## config.mk

```make
export PLATFORM = sky130hd
export DESIGN_NAME = ksa_ti_adder
export DESIGN_NICKNAME = d
export VERILOG_FILES = /design/src/rtl/ksa_ti_pkg.sv /design/src/rtl/ksa_ti_pre.sv /design/src/rtl/ksa_ti_stage.sv /design/src/rtl/ksa_ti_delay.sv /design/src/rtl/ksa_ti_adder.sv
export SDC_FILE = /design/constraint.sdc
export NUM_CORES = 2
export LEC_CHECK = 0
export ABC_AREA = 1
export CAP_MARGIN = 20
export CORE_MARGIN = 1
export CORE_UTILIZATION = 50
export DETAILED_ROUTE_END_ITERATION = 12
export PLACE_DENSITY = 0.68
export RECOVER_POWER = 25
export SLEW_MARGIN = 20
export SYNTH_ARGS = -nofsm -noshare
export SYNTH_HDL_FRONTEND = slang
export SYNTH_SLANG_ARGS = --single-unit
```

## constraint.sdc

```tcl
create_clock -name clk -period 62.3 [get_ports clk]
set_input_delay 12.46 -clock clk [delete_from_list [all_inputs] [get_ports clk]]
set_output_delay 12.46 -clock clk [all_outputs]
set_load 0.01 [all_outputs]
```

## src/rtl/ksa_ti_pkg.sv

```systemverilog
package ksa_ti_pkg;
  localparam int NSH = 3;

  // Three-share AND with one virtual share m; XOR of the result equals x&y.
  function automatic logic [NSH-1:0] ti_and_vs(input logic [NSH-1:0] x,
                                              input logic [NSH-1:0] y,
                                              input logic m);
    logic [NSH-1:0] r;
    r[0] = (x[1] & y[1]) ^ (x[1] & y[2]) ^ (x[2] & y[1]) ^ m;
    r[1] = (x[2] & y[2]) ^ (x[0] & y[2]) ^ (x[2] & y[0]) ^ (x[0] & m) ^ (y[0] & m);
    r[2] = (x[0] & y[0]) ^ (x[0] & y[1]) ^ (x[1] & y[0]) ^ (x[0] & m) ^ (y[0] & m) ^ m;
    return r;
  endfunction

  // Three-share h ^ (l & q); every output share omits one input share index.
  function automatic logic [NSH-1:0] ti_gen_comb(input logic [NSH-1:0] h,
                                                input logic [NSH-1:0] l,
                                                input logic [NSH-1:0] q);
    logic [NSH-1:0] r;
    r[0] = h[1] ^ (l[1] & q[1]) ^ (l[1] & q[2]) ^ (l[2] & q[1]);
    r[1] = h[2] ^ (l[2] & q[2]) ^ (l[0] & q[2]) ^ (l[2] & q[0]);
    r[2] = h[0] ^ (l[0] & q[0]) ^ (l[0] & q[1]) ^ (l[1] & q[0]);
    return r;
  endfunction
endpackage

```

## src/rtl/ksa_ti_pre.sv

```systemverilog
module ksa_ti_pre
  import ksa_ti_pkg::*;
#(
  parameter int W = 32
) (
  input  logic                    clk,
  input  logic                    rst_n,
  input  logic                    adv,
  input  logic                    vin,
  input  logic [W-1:0][NSH-1:0]   a,
  input  logic [W-1:0][NSH-1:0]   b,
  input  logic [W-1:0]            rnd,
  output logic                    vout,
  output logic [W-1:0][NSH-1:0]   g_q,
  output logic [W-1:0][NSH-1:0]   p_q
);
  logic [W-1:0][NSH-1:0] g_d, p_d;
  logic [W-1:0] a_u, b_u, g_u, p_u;

  for (genvar i = 0; i < W; i++) begin : g_bit
    assign g_d[i] = ti_and_vs(a[i], b[i], rnd[i]);
    assign p_d[i] = a[i] ^ b[i];
    assign a_u[i] = ^a[i];
    assign b_u[i] = ^b[i];
    assign g_u[i] = ^g_q[i];
    assign p_u[i] = ^p_q[i];
  end

  always_ff @(posedge clk or negedge rst_n) begin
    if (!rst_n)   vout <= 1'b0;
    else if (adv) vout <= vin;
  end

  always_ff @(posedge clk) begin
    if (adv) begin
      g_q <= g_d;
      p_q <= p_d;
    end
  end

  // shared generate/propagate reconstruct to a&b and a^b
  p_gen_r1: assert property (@(posedge clk) disable iff (!rst_n)
    adv && vin |=> (g_u == $past(a_u & b_u)) && (p_u == $past(a_u ^ b_u)));
  // a cycle without a valid word leaves no valid word in the stage
  p_drop_r8: assert property (@(posedge clk) disable iff (!rst_n)
    adv && !vin |=> !vout);
endmodule

```

## src/rtl/ksa_ti_stage.sv

```systemverilog
module ksa_ti_stage
  import ksa_ti_pkg::*;
#(
  parameter int W    = 32,
  parameter int DIST = 1
) (
  input  logic                    clk,
  input  logic                    rst_n,
  input  logic                    adv,
  input  logic                    vin,
  input  logic [W-1:0][NSH-1:0]   g_in,
  input  logic [W-1:0][NSH-1:0]   p_in,
  output logic                    vout,
  output logic [W-1:0][NSH-1:0]   g_q,
  output logic [W-1:0][NSH-1:0]   p_q
);
  logic [W-1:0][NSH-1:0] g_d, p_d;
  logic [W-1:0] gi_u, pi_u, ref_g, ref_p, go_u, po_u;

  for (genvar i = 0; i < W; i++) begin : g_bit
    assign gi_u[i] = ^g_in[i];
    assign pi_u[i] = ^p_in[i];
    assign go_u[i] = ^g_q[i];
    assign po_u[i] = ^p_q[i];
    if (i >= DIST) begin : g_pair
      assign g_d[i]   = ti_gen_comb(g_in[i], g_in[i-DIST], p_in[i]);
      assign p_d[i]   = ti_and_vs(p_in[i], p_in[i-DIST], g_in[i-DIST][0]);
      assign ref_g[i] = gi_u[i] ^ (gi_u[i-DIST] & pi_u[i]);
      assign ref_p[i] = pi_u[i] & pi_u[i-DIST];
    end else begin : g_pass
      assign g_d[i]   = g_in[i];
      assign p_d[i]   = p_in[i];
      assign ref_g[i] = gi_u[i];
      assign ref_p[i] = pi_u[i];
    end
  end

  always_ff @(posedge clk or negedge rst_n) begin
    if (!rst_n)   vout <= 1'b0;
    else if (adv) vout <= vin;
  end

  always_ff @(posedge clk) begin
    if (adv) begin
      g_q <= g_d;
      p_q <= p_d;
    end
  end

  // unmasked stage output follows the plain prefix recurrence
  p_comb_r1: assert property (@(posedge clk) disable iff (!rst_n)
    adv && vin |=> (go_u == $past(ref_g)) && (po_u == $past(ref_p)));
  // a valid word moves forward one stage per unstalled edge
  p_adv_r2: assert property (@(posedge clk) disable iff (!rst_n)
    adv && vin |=> vout);
  // a stall freezes stage contents
  p_stall_r4: assert property (@(posedge clk) disable iff (!rst_n)
    !adv && vout |=> vout && $stable(g_q) && $stable(p_q));
endmodule

```

## src/rtl/ksa_ti_delay.sv

```systemverilog
module ksa_ti_delay
  import ksa_ti_pkg::*;
#(
  parameter int W     = 32,
  parameter int DEPTH = 5
) (
  input  logic                    clk,
  input  logic                    adv,
  input  logic [W-1:0][NSH-1:0]   d,
  output logic [W-1:0][NSH-1:0]   q
);
  logic [W-1:0][NSH-1:0] tap [DEPTH+1];

  assign tap[0] = d;

  for (genvar k = 0; k < DEPTH; k++) begin : g_tap
    always_ff @(posedge clk) begin
      if (adv) tap[k+1] <= tap[k];
    end
  end

  assign q = tap[DEPTH];
endmodule

```

## src/rtl/ksa_ti_adder.sv

```systemverilog
module ksa_ti_adder
  import ksa_ti_pkg::*;
#(
  parameter int W = 32
) (
  input  logic         clk,
  input  logic         rst_n,
  input  logic         in_valid,
  output logic         in_ready,
  input  logic [W-1:0] in_a0,
  input  logic [W-1:0] in_a1,
  input  logic [W-1:0] in_a2,
  input  logic [W-1:0] in_b0,
  input  logic [W-1:0] in_b1,
  input  logic [W-1:0] in_b2,
  input  logic [W-1:0] in_rnd,
  output logic         out_valid,
  input  logic         out_ready,
  output logic [W-1:0] out_s0,
  output logic [W-1:0] out_s1,
  output logic [W-1:0] out_s2
);
  localparam int STAGES = $clog2(W);

  logic                  adv;
  logic [W-1:0][NSH-1:0] a_sh, b_sh, pd, cy;
  logic [W-1:0][NSH-1:0] g_pipe [STAGES+1];
  logic [W-1:0][NSH-1:0] p_pipe [STAGES+1];
  logic [STAGES:0]       v_pipe;
  logic [W-1:0]          gl_u, pl_u, pd_u;

  assign adv      = out_ready | ~out_valid;
  assign in_ready = adv;

  for (genvar i = 0; i < W; i++) begin : g_pack
    assign a_sh[i] = {in_a2[i], in_a1[i], in_a0[i]};
    assign b_sh[i] = {in_b2[i], in_b1[i], in_b0[i]};
  end

  ksa_ti_pre #(.W(W)) u_pre (
    .clk(clk), .rst_n(rst_n), .adv(adv), .vin(in_valid),
    .a(a_sh), .b(b_sh), .rnd(in_rnd),
    .vout(v_pipe[0]), .g_q(g_pipe[0]), .p_q(p_pipe[0])
  );

  for (genvar k = 0; k < STAGES; k++) begin : g_stage
    ksa_ti_stage #(.W(W), .DIST(1 << k)) u_stage (
      .clk(clk), .rst_n(rst_n), .adv(adv), .vin(v_pipe[k]),
      .g_in(g_pipe[k]), .p_in(p_pipe[k]),
      .vout(v_pipe[k+1]), .g_q(g_pipe[k+1]), .p_q(p_pipe[k+1])
    );
  end

  ksa_ti_delay #(.W(W), .DEPTH(STAGES)) u_pdly (
    .clk(clk), .adv(adv), .d(p_pipe[0]), .q(pd)
  );

  // carry into bit i is the full-prefix generate of bit i-1; carry in is zero
  assign cy[0]     = '0;
  assign cy[W-1:1] = g_pipe[STAGES][W-2:0];

  for (genvar i = 0; i < W; i++) begin : g_sum
    assign out_s0[i] = pd[i][0] ^ cy[i][0];
    assign out_s1[i] = pd[i][1] ^ cy[i][1];
    assign out_s2[i] = pd[i][2] ^ cy[i][2];
    assign gl_u[i]   = ^g_pipe[STAGES][i];
    assign pl_u[i]   = ^p_pipe[STAGES][i];
    assign pd_u[i]   = ^pd[i];
  end

  assign out_valid = v_pipe[STAGES];

  // a waiting result blocks the input and holds the output
  p_stall_r4: assert property (@(posedge clk) disable iff (!rst_n)
    out_valid && !out_ready |-> !in_ready);
  p_hold_r4: assert property (@(posedge clk) disable iff (!rst_n)
    out_valid && !out_ready |=> out_valid && $stable(out_s0) && $stable(out_s1) && $stable(out_s2));
  // full-span propagate and generate exclude each other; span covers every bit
  p_excl_r1: assert property (@(posedge clk) disable iff (!rst_n)
    out_valid |-> !(gl_u[W-1] && pl_u[W-1]));
  p_span_r1: assert property (@(posedge clk) disable iff (!rst_n)
    out_valid |-> (pl_u[W-1] == (&pd_u)));
endmodule

```

==> results by group <==
Global route
  – Vias in the first global route: 52334
  – All-Layer GR Usage: between 20 and 25%
  – Global route overflow: 0
  – Initial antenna violation count: 17
  – Largest net degree at the start of global routing: around 170
  – Global-route wire length before repair: between 200 and 300 mm

Synthesis
  – Sequential area share after synthesis: between 50% and 60%
  – Number of synthesized flops with an enable pin: between 1000 and 1500
  – Synth Area in XOR/XNOR: 13.9%
  – Compound-Gate Fraction of Synth Area: between 2 and 2.5%
  – FF+latch count, synth: approximately 1400
  – Ys flop type: edfxtp_1
  – Mapped Nets: about 9000
  – Synthesized area per cell: just over 9 µm²
  – Post-synth top area share: 53.6%
  – Synth Area in Simple Gates: a little under a quarter
  – Synth top cells by count: nand2_1, edfxtp_1, xnor2_1, inv_1, nand3_1
  – Synthesized instance count: approximately 8500
  – Synth async-reset ratio: 0.422%
  – Synth Warn #: 0
  – Largest family of logic cells by synthesized area: simple AND/OR/NAND/NOR gates
  – Mux contribution to synthesized area: 0.0567%
  – Synth area leader: edfxtp_1
  – Count of cell types in the netlist: 26
  – Synth Area in Adders: under 10%
  – Synth area leaders: edfxtp_1, nand2_1, xnor2_1, xor2_1, nand3_1
  – Post-Syn Area: 79400 µm²
  – Most frequent cell after synthesis: nand2_1

Detailed routing
  – Vias/cell: 5.08
  – DRC: 0
  – DR vias: around 56000
  – Detailed Routing Iterations Pass 1: 6
  – Post-route ant nets: 0
  – Initial DRC count: a little over 4000
  – Detailed Route WL: 179 mm
  – Avg WL per Cell: about 16 µm

Job
  – MaxCap Viol Count: 0

Clock network
  – Worst-Skew Late Latency: 0.78 ns
  – CTS Root Cell: clkbuf_16
  – Clk sinks: around 1400
  – Postcts setup bufs: 0
  – Post-cts resize count: 0
  – CTS max path bufs: 3
  – Hold-fix buffers, CTS: 0
  – H-tree levels: 4
  – Clk pin slew, worst setup/hold paths: ~0.06 ns
  – CTS buffer count: between 150 and 200
  – CTS tree: built

Cells and area
  – Final net count: 9234
  – Fill cells: roughly 13000
  – Core Util, Final: a little under three fifths
  – Layout area overhead: 12.7%
  – Share of cells above drive strength 1: 6.45%
  – Final std cells w/o fill: 11096

Placement
  – Hpwl dp: 138 mm
  – Cells after DPL: between 10000 and 15000
  – Port bufs: approximately 320
  – Final RePlAce weighted congestion: about 0.89

Worst hold path
  – Hold path start: u_pdly.tap[356]
  – End of the worst hold path: u_pdly.tap[260]
  – Hold-critical path depth: 0
  – HP Class: flop to flop

Outcome
  – Status: finished, final reports clean

Power
  – Pwr/cell area: ~61 nW/µm²
  – Peak VDD IR: 0.0331 mV
  – Leak: ~38 nW

STA
  – Final Max Tran Viols: 0
  – Final worst path period share: 42.6%
  – Slew @ Worst Pin: approximately 1.1 ns
  – Slew headroom: 28.7%
  – FMAX: 37.7 MHz
  – Final Skew: approximately 0.044 ns
  – Fin crit period: between 20 and 30 ns
  – Hold_ws: around 0.4 ns
  – TNS Setup: 0 ns
  – Final Hold Vio Count: 0
  – # setup viols final: 0
  – RSZ-0062 raised after global routing: no

Setup path
  – WP data required: around 50 ns
  – Flop2flop setup slack: between 50 and 60 ns
  – Crit path capture type: output port
  – Worst R2R Start: g_stage[4].u_stage.vout
  – CP arrival: between 10 and 15 ns
  – Critical path peak fanout: 14
  – Worst Setup Path Type: primary input to output port
  – Worst-case reg-to-reg path depth: 7
  – Worst r2r dst: u_pre.p_q[80]
  – Startpoint Class: primary input

Die
  – Initial Util: 50.6%
  – Die H: ~400 µm
  – Standard-cell rows: between 100 and 150
  – # IOs: approximately 330
  – Die area: 160000 µm²
  – Core area: 157000 µm²
  – Width of the die: 400 µm
[per-stage QoR]
step	cell area (µm²)	worst slack [ns]	total power, W
5_1_grt	89500	35.75	0.00584
3_3_place_gp	84300	35.78	0.00449
6_report	89500	35.77	0.00547
3_5_place_dp	84300	35.77	0.00456
4_1_cts	89500	35.76	0.00550
2_1_floorplan	79400	7.45	0.00417
[registers in the layout, indices dropped and copies added (netlist names)]
name / cells
u_pdly.tap: 384
g_stage.u_stage.g_q: 465
g_stage.u_stage.vout: 5
u_pre.g_q: 93
u_pdly.q: 96
g_stage.u_stage.p_q: 282
u_pre.vout: 1
u_pre.p_q: 96
[how the worst max path moves through the flow]
stage,to,slack [ns],from
5_1_grt,in_ready,35.75,out_ready
4_1_cts,in_ready,35.76,out_ready
2_1_floorplan,in_ready,7.45,out_ready
6_report,in_ready,35.77,out_ready
3_5_place_dp,in_ready,35.77,out_ready
3_3_place_gp,in_ready,35.78,out_ready
[cells by family (layout without fill, tap and decap cells)]
logic type / count (synthesis) / after routing
AOI/OAI and AO/OA: 325 / 325
xor gates and xnor gates: 1263 / 1263
adders and majority gates: 93 / 93
buffers and inverters: 1062 / 1556
DFF: 1422 / 1422
muxes: 4 / 4
other: 0 / 1
and+or+nand+nor: 4374 / 4374
[cell type report]
class / count / area, µm² / share of cell area [%]
clock buffer: 186 / 3980 / 4.45
timing repair buffer: 342 / 3400 / 3.80
inverter: 935 / 3560 / 3.97
clock inverter: 93 / 1200 / 1.34
antenna: 1 / 2.50 / 0.00280
multi-input combinational: 6059 / 32100 / 35.9
tap: 2058 / 2570 / 2.88
sequential: 1422 / 42700 / 47.7
[power breakdown]
part           leakage (nW)  total (W)  internal, W  switching [W]
clock                  2.50   0.000925     0.000545       0.000380
combinational          21.6    0.00225     0.000943        0.00130
sequential             14.4    0.00229      0.00178       0.000511
total                  38.5    0.00547      0.00327        0.00219
[worst max-delay path, stage by stage]
cell,delay (ns)
clkdlybuf4s50_1,0.46
inv_1,0.06
nand2_4,0.36
clkdlybuf4s50_1,0.64
[metal layers]
metal	up-vias	global-route usage, %	share of wire, %
met4	0	6.95	2.8
met2	1371	37.1	47
li1	28408	-	-
met1	26307	30.1	45
met5	-	0	0
met3	253	2.73	5.2
[cell usage in the layout, fill, tap and decap left out, types with 109 or more instances in the layout]
master,instances
clkbuf_16,153
inv_1,834
nand2_1,3149
nor2_1,195
a21oi_1,109
clkdlybuf4s50_1,324
nand3_1,638
nand4_1,125
xnor2_1,846
edfxtp_1,1416
o21ai_0,208
xor2_1,417
Power figures use the tool's default switching activity.
